## config.mk

```make
export PLATFORM = sky130hd
export DESIGN_NAME = sat_down_timer
export DESIGN_NICKNAME = d
export VERILOG_FILES = /design/src/rtl/sdt_pkg.sv /design/src/rtl/sdt_arbiter.sv /design/src/rtl/sdt_datapath.sv /design/src/rtl/sdt_zero_flag.sv /design/src/rtl/sat_down_timer.sv
export SDC_FILE = /design/constraint.sdc
export NUM_CORES = 1
export LEC_CHECK = 0
export BUFFER_PORTS_ARGS = -buffer_cell sky130_fd_sc_hd__buf_2
export CAP_MARGIN = 20
export CORE_AREA = 2 2 39 41
export CTS_BUF_LIST = sky130_fd_sc_hd__clkbuf_4 sky130_fd_sc_hd__clkbuf_8
export CTS_CLUSTER_SIZE = 10
export DETAILED_ROUTE_END_ITERATION = 12
export DIE_AREA = 0 0 41 43
export GPL_ROUTABILITY_DRIVEN = 0
export SLEW_MARGIN = 20
export SYNTH_ARGS = -nofsm -noshare
export SYNTH_HDL_FRONTEND = slang
export SYNTH_HIERARCHICAL = 1
export SYNTH_SLANG_ARGS = --single-unit
```

## constraint.sdc

```tcl
create_clock -name clk -period 1.24 [get_ports clk]
set_input_delay 0.062 -clock clk [delete_from_list [all_inputs] [get_ports clk]]
set_output_delay 0.062 -clock clk [all_outputs]
set_load 0.01 [all_outputs]
```

## src/rtl/sdt_pkg.sv

```systemverilog
package sdt_pkg;

    localparam int unsigned DEF_WIDTH = 3;

    // Action chosen for the next edge. Reset is handled separately in the register.
    typedef enum logic [1:0] {
        ACT_HOLD = 2'd0,
        ACT_LOAD = 2'd1,
        ACT_DEC  = 2'd2,
        ACT_PARK = 2'd3
    } sdt_act_e;

endpackage

```

## src/rtl/sdt_arbiter.sv

```systemverilog
module sdt_arbiter
    import sdt_pkg::*;
(
    input  logic     load_i,
    input  logic     cnt_en_i,
    input  logic     at_zero_i,
    output sdt_act_e act_o
);

    // Load outranks counting; counting at zero parks instead of wrapping.
    always_comb begin
        if (load_i) begin
            act_o = ACT_LOAD;
        end else if (cnt_en_i && !at_zero_i) begin
            act_o = ACT_DEC;
        end else if (cnt_en_i) begin
            act_o = ACT_PARK;
        end else begin
            act_o = ACT_HOLD;
        end
    end

endmodule

```

## src/rtl/sdt_datapath.sv

```systemverilog
module sdt_datapath
    import sdt_pkg::*;
#(
    parameter int unsigned WIDTH = DEF_WIDTH
) (
    input  sdt_act_e         act_i,
    input  logic [WIDTH-1:0] cur_i,
    input  logic [WIDTH-1:0] load_val_i,
    output logic [WIDTH-1:0] nxt_o
);

    localparam logic [WIDTH-1:0] ONE  = WIDTH'(1);
    localparam logic [WIDTH-1:0] ZERO = '0;

    always_comb begin
        unique case (act_i)
            ACT_LOAD: nxt_o = load_val_i;
            ACT_DEC:  nxt_o = cur_i - ONE;
            ACT_PARK: nxt_o = ZERO;
            default:  nxt_o = cur_i;
        endcase
    end

endmodule

```

## src/rtl/sdt_zero_flag.sv

```systemverilog
module sdt_zero_flag (
    input  logic at_zero_i,
    input  logic cnt_en_i,
    output logic zero_o
);

    // Combinational on purpose: follows the enable in the same cycle.
    always_comb begin
        zero_o = at_zero_i & cnt_en_i;
    end

endmodule

```

## src/rtl/sat_down_timer.sv

```systemverilog
module sat_down_timer
    import sdt_pkg::*;
#(
    parameter int unsigned WIDTH = DEF_WIDTH
) (
    input  logic             clk,
    input  logic             rst,
    input  logic             load_i,
    input  logic [WIDTH-1:0] load_val_i,
    input  logic             cnt_en_i,
    output logic [WIDTH-1:0] count_o,
    output logic             zero_o
);

    typedef struct packed {
        logic [WIDTH-1:0] cnt;
    } state_t;

    state_t           state_d;
    state_t           state_q;
    sdt_act_e         act;
    logic             at_zero;
    logic [WIDTH-1:0] cnt_nxt;

    assign at_zero = (state_q.cnt == '0);

    sdt_arbiter u_arb (
        .load_i    (load_i),
        .cnt_en_i  (cnt_en_i),
        .at_zero_i (at_zero),
        .act_o     (act)
    );

    sdt_datapath #(.WIDTH(WIDTH)) u_dp (
        .act_i      (act),
        .cur_i      (state_q.cnt),
        .load_val_i (load_val_i),
        .nxt_o      (cnt_nxt)
    );

    sdt_zero_flag u_zf (
        .at_zero_i (at_zero),
        .cnt_en_i  (cnt_en_i),
        .zero_o    (zero_o)
    );

    always_comb begin
        state_d     = state_q;
        state_d.cnt = cnt_nxt;
    end

    always_ff @(posedge clk) begin
        if (rst) begin
            state_q <= '0;
        end else begin
            state_q <= state_d;
        end
    end

    assign count_o = state_q.cnt;

endmodule

```

Yosys cells after proc, flatten, opt, wreduce, memory -nomap -nowiden. Cells that the tools add are included. Widths: inputs -> output; s select.

Register bits: 3. Input port bits: 7. Output and inout port bits: 4.

Add/sub/neg operators: 1. Equal/unequal tests: 3. Muxes and demuxes: 4. Bitwise logic cells: 1. Reductions and logical operators: 4.

Operators with widths (number): $pmux 3 s3 (1); $mux 2 (3); $eq 2x2->1 const B (2); $logic_not 3->1 (1); $reduce_bool 3->1 (1); $sub 3x1->3 const B (1); $eq 2x1->1 const B (1); $and 1x1->1 (1); $logic_and 1x1->1 (1); $logic_not 1->1 (1).

Longest topological paths before layout.
Depth after elaboration: 7. Mapped depth: 6.

By module. Netlist, hierarchy kept.

Modules (own cells, without submodules): sdt_datapath (instances 1, cells each 15, area an instance 103.8 sq um, seq. area each 0.0 sq um); sat_down_timer (instances 1, cells each 7, area an instance 88.8 sq um, seq. area each 60.1 sq um); sdt_arbiter (instances 1, cells each 2, area an instance 13.8 sq um, seq. area each 0.0 sq um); sdt_zero_flag (instances 1, cells each 1, area an instance 6.3 sq um, seq. area each 0.0 sq um).

Least setup slack after synthesis. OpenSTA, ideal clock, no wires.

Kind: register -> register. Start point: register state_q, in the netlist count_o[0]. End point: register state_q, in the netlist count_o[1]. Setup time: 0.065 ns. Arrival: 1.215 ns. Path slack: -0.040 ns. Stages on the path, launching flop included: 6. Clock period less this slack: 1.280 ns. Cells stage by stage: dfxtp_1 -> inv_1 -> ha_1 -> mux2_2 -> o21ai_2 -> nor2b_1.

Word-level cells in the longest chain between the ends: 7. Elaborated cells between the ends (all ways): 11. Classes of those cells: add/sub: 1; eq/ne: 3; mux: 3; reduce/logical: 4.

Ends and longest elaborated chain: from (decl) (RTL line sat_down_timer.sv:20) `state_t state_q;`; from (signal assigned) (RTL line sat_down_timer.sv:56) `state_q <= state_d;`; $logic_not 3->1 (RTL line sat_down_timer.sv:25) `assign at_zero = (state_q.cnt == '0);`; $logic_not 1->1 (RTL line sdt_arbiter.sv:14) `end else if (cnt_en_i && !at_zero_i) begin`; $logic_and 1x1->1 (RTL line sdt_arbiter.sv:14); $mux 2 (RTL line sdt_arbiter.sv:14); $mux 2 (RTL line sdt_arbiter.sv:12) `if (load_i) begin`; $eq 2x2->1 or $eq 2x1->1 (tied branches) (RTL line sdt_datapath.sv:16) `unique case (act_i)`; $pmux 3 s3 * (RTL line sdt_datapath.sv:16); net cnt_nxt[1] (RTL line sat_down_timer.sv:23) `logic [WIDTH-1:0] cnt_nxt;`.

Mark *: on every way through the listed nets, which the timed path passes. The rest lies on a longest branch. A chain may end at the register's enable or synchronous reset.

Worst setup path after layout.
Start point: register state_q, in the netlist count_o[2]. End point: register state_q, in the netlist count_o[2].

Word-level cells in the longest chain between the ends: 7. Elaborated cells between the ends (all ways): 11. Classes of those cells: add/sub: 1; eq/ne: 3; mux: 3; reduce/logical: 4.

Ends and longest elaborated chain: $logic_not 3->1 * (RTL line sat_down_timer.sv:25); net at_zero (RTL line sat_down_timer.sv:22) `logic at_zero;`; $logic_not 1->1 * (RTL line sdt_arbiter.sv:14); $logic_and 1x1->1 * (RTL line sdt_arbiter.sv:14); $mux 2 * (RTL line sdt_arbiter.sv:14); $mux 2 * (RTL line sdt_arbiter.sv:12); net act[0] (RTL line sat_down_timer.sv:21) `sdt_act_e act;`; $eq 2x2->1 or $eq 2x1->1 (tied branches) (RTL line sdt_datapath.sv:16); $pmux 3 s3 * (RTL line sdt_datapath.sv:16); net cnt_nxt[2] (RTL line sat_down_timer.sv:23).

Marked as above.

==> flow_summary.json <==
{
  "clock_latency_ps": 230,
  "fin_ws_ps": -12.0,
  "gr-total-overflow": 0,
  "hold_viol_final": 0,
  "ys_ff_latch": 3,
  "p_leak_nw": 0.164,
  "die_h_um": 43,
  "finalNonFillerCells": 58,
  "cp-end-kind": "register",
  "syn_avg_cell_area_um2": 8.51,
  "cts_buffer_depth": 2,
  "hp-class": "primary input to register",
  "dr.pass1.iters": 4,
  "crit_chain": "nor3_2 > a21o_1 > mux2i_1 > o21ai_1 > nor2b_1",
  "p_switching_w": 0.000101,
  "cp_top_family": "flip-flops",
  "die-width_um": 41,
  "pre_cts_slack_ps": -46.5,
  "fin_setup_tns_ps": -12.0,
  "cts_hold_buf": 0,
  "failed_checks": "setup timing",
  "syn_inst": 25,
  "p_int_w": 0.000310,
  "layout.nets": 51,
  "cts_tree": "yes",
  "route.detailed.drc": 0,
  "vias": 219,
  "synthesis.nets": 33,
  "drt_iter0_markers": 4,
  "area.growth.synth_to_final_pct": 59.4,
  "vias_per_cell": 3.78,
  "drt-total-wl_um": 448,
  "critPathArrivalTime_ps": 1370,
  "num_antenna_cells": 0,
  "cp.required_ps": 1360,
  "grt_pass1_vias": 189,
  "antenna_found_initial": 0,
  "rsz0062_at_grt": "yes",
  "slew_violations": 0,
  "fillers": 156,
  "core_um2": 1380,
  "netlist_area_um2": 213,
  "fmax_mhz": 799,
  "crit_buf_inv": 0,
  "path_max_fanout": 5,
  "cts_buffers": 3,
  "dpl.cell_count": 54,
  "peakVddDrop_mv": 0.416,
  "seqPwrFrac": 0.280,
  "synth_seq_area_share": 0.282,
  "grt_pass1_wl_um": 696,
  "p_clk_frac": 0.459,
  "rows": 14,
  "slowest_delay_ps": 320,
  "setup.worst_path.start": "count_o[2]",
  "hp-start": "rst",
  "swShare": 0.245,
  "layout_min_cycle_time_ps": 1250,
  "synth_top_area_cell": "dfxtp_1",
  "combinationalPowerShare": 0.261,
  "start_kind": "register",
  "synth_top_area_frac": 0.282,
  "r2r_start": "count_o[2]",
  "io_pins": 11,
  "p_per_area_nw_per_um2": 1210,
  "clk_pin_slew_ps": 40,
  "worst_pin_slew_ps": 344,
  "post-dp-hpwl_um": 379,
  "min_period_over_period": 1.01,
  "crit_path_top_delay_cell": "dfxtp_2",
  "status": "finished, violations left",
  "htree_levels": 1,
  "synthDistinctLibCells": 17,
  "finish.utilization": 0.245,
  "wl_per_cell_um": 7.72,
  "drive_gt1_frac": 0.595,
  "setup_viol": 1,
  "grt_max_degree": 6,
  "antenna_left": 0,
  "yosys-top-cells-area": "dfxtp_1 (28%), nor2b_1 (12%), ha_1 (5.9%)",
  "track_usage": 0.0622,
  "maxCapViolations": 0,
  "crit_type": "register to register",
  "yosys_warnings": 6,
  "dieArea_um2": 1760,
  "cts_sinks": 3,
  "initial_core_util": 0.154,
  "largest_reg_flops": 3,
  "cts_root_buf": "clkbuf_4",
  "port_buffers": 10,
  "postCtsSetupBuffers": 0,
  "slew_headroom": 0.770,
  "power_w": 0.000411,
  "fin_worst_skew_ps": 0.213
}
==> kinds of logic (layout without fill, tap and decap cells) <==
family / count (synthesis) / count (layout) / share of synthesized area
AO/OA/AOI/OAI: 5 / 5 / 0.147
XOR/XNOR: 1 / 1 / 0.0412
adder cells (fa/ha/maj): 1 / 1 / 0.0588
buffers and inverters: 2 / 19 / 0.0353
flip-flops: 3 / 3 / 0.282
multiplexers: 2 / 2 / 0.100
AND/OR/NAND/NOR: 11 / 11 / 0.335
==> cell usage after synthesis <==
cell type	number
nor2b_1	4
dfxtp_1	3
inv_1	2
nand2_1	2
o21ai_0	2
a21o_1	1
a21oi_1	1
and2_1	1
and2b_2	1
ha_1	1
mux2_2	1
mux2i_1	1
nor2_1	1
nor3_2	1
nor4bb_1	1
o21ai_2	1
xnor2_1	1
==> layout make-up <==
type                       instances  area [µm²]  share of cell area
multi-input combinational         20         145               0.428
timing repair buffer              13        72.6               0.214
sequential                         3        63.8               0.188
tap                               16        20.0              0.0590
inverter                           2        7.51              0.0221
clock buffer                       4        30.0              0.0886
==> power by group through the flow <==
stage,registers (W),clock network (W),logic (W)
6_report,0.000115,0.000188,0.000107
5_1_grt,0.000117,0.000213,0.000117
4_1_cts,0.000115,0.000198,0.000109
3_5_place_dp,0.000115,0,0.000107
3_3_place_gp,0.000116,0,0.000105
2_1_floorplan,0.000121,0,0.0000579
==> through the flow <==
step                      instance area (µm²)  hold slack, ps
after floorplan                           215             126
after global placement                    308             255
after detailed placement                  308             247
after CTS                                 339            2.92
after global routing                      339            3.02
final                                     339            10.0
==> final timing paths <==
path / slack [ps] / cells after the start / to
worst max-delay path: -10 / 5 / count_o[2]
worst min-delay path: 10 / 2 / count_o[2]
worst max register to register: -10 / 5 / count_o[2]
worst min register to register: 710 / 4 / count_o[2]
==> worst reg2reg max path, delay by kind of cell, from the launching register on <==
family,cells,cell delay (ps)
compound gates,2,300
simple gates,2,320
flops,1,320
mux,1,210
==> cells in the final DEF, fill, tap and decap left out <==
master / netlist / layout
a21o_1: 1 / 1
a21oi_1: 1 / 1
and2_1: 1 / 1
and2b_2: 1 / 1
buf_2: 0 / 10
buf_4: 0 / 3
clkbuf_4: 0 / 4
dfxtp_2: 0 / 3
ha_1: 1 / 1
inv_1: 2 / 1
inv_2: 0 / 1
mux2_2: 1 / 1
mux2i_1: 1 / 1
nand2_1: 2 / 2
nor2_1: 1 / 1
nor2b_1: 4 / 4
nor3_2: 1 / 1
nor4bb_1: 1 / 1
o21ai_1: 0 / 2
o21ai_2: 1 / 1
xnor2_1: 1 / 1
==> metal layers <==
metal,track usage,routed length [µm],up-vias
met4,0.0200,0,0
li1,-,-,118
met3,0.0628,26,0
met1,0.0673,210,96
met5,0,0,-
met2,0.0813,211,5
==> timing repair <==
item,4_1_cts,5_1_grt
gates cloned,0,0
pin swaps,3,2
setup endpoints to repair,3,3
gates resized for setup,3,1
Power figures use the tool's default switching activity.
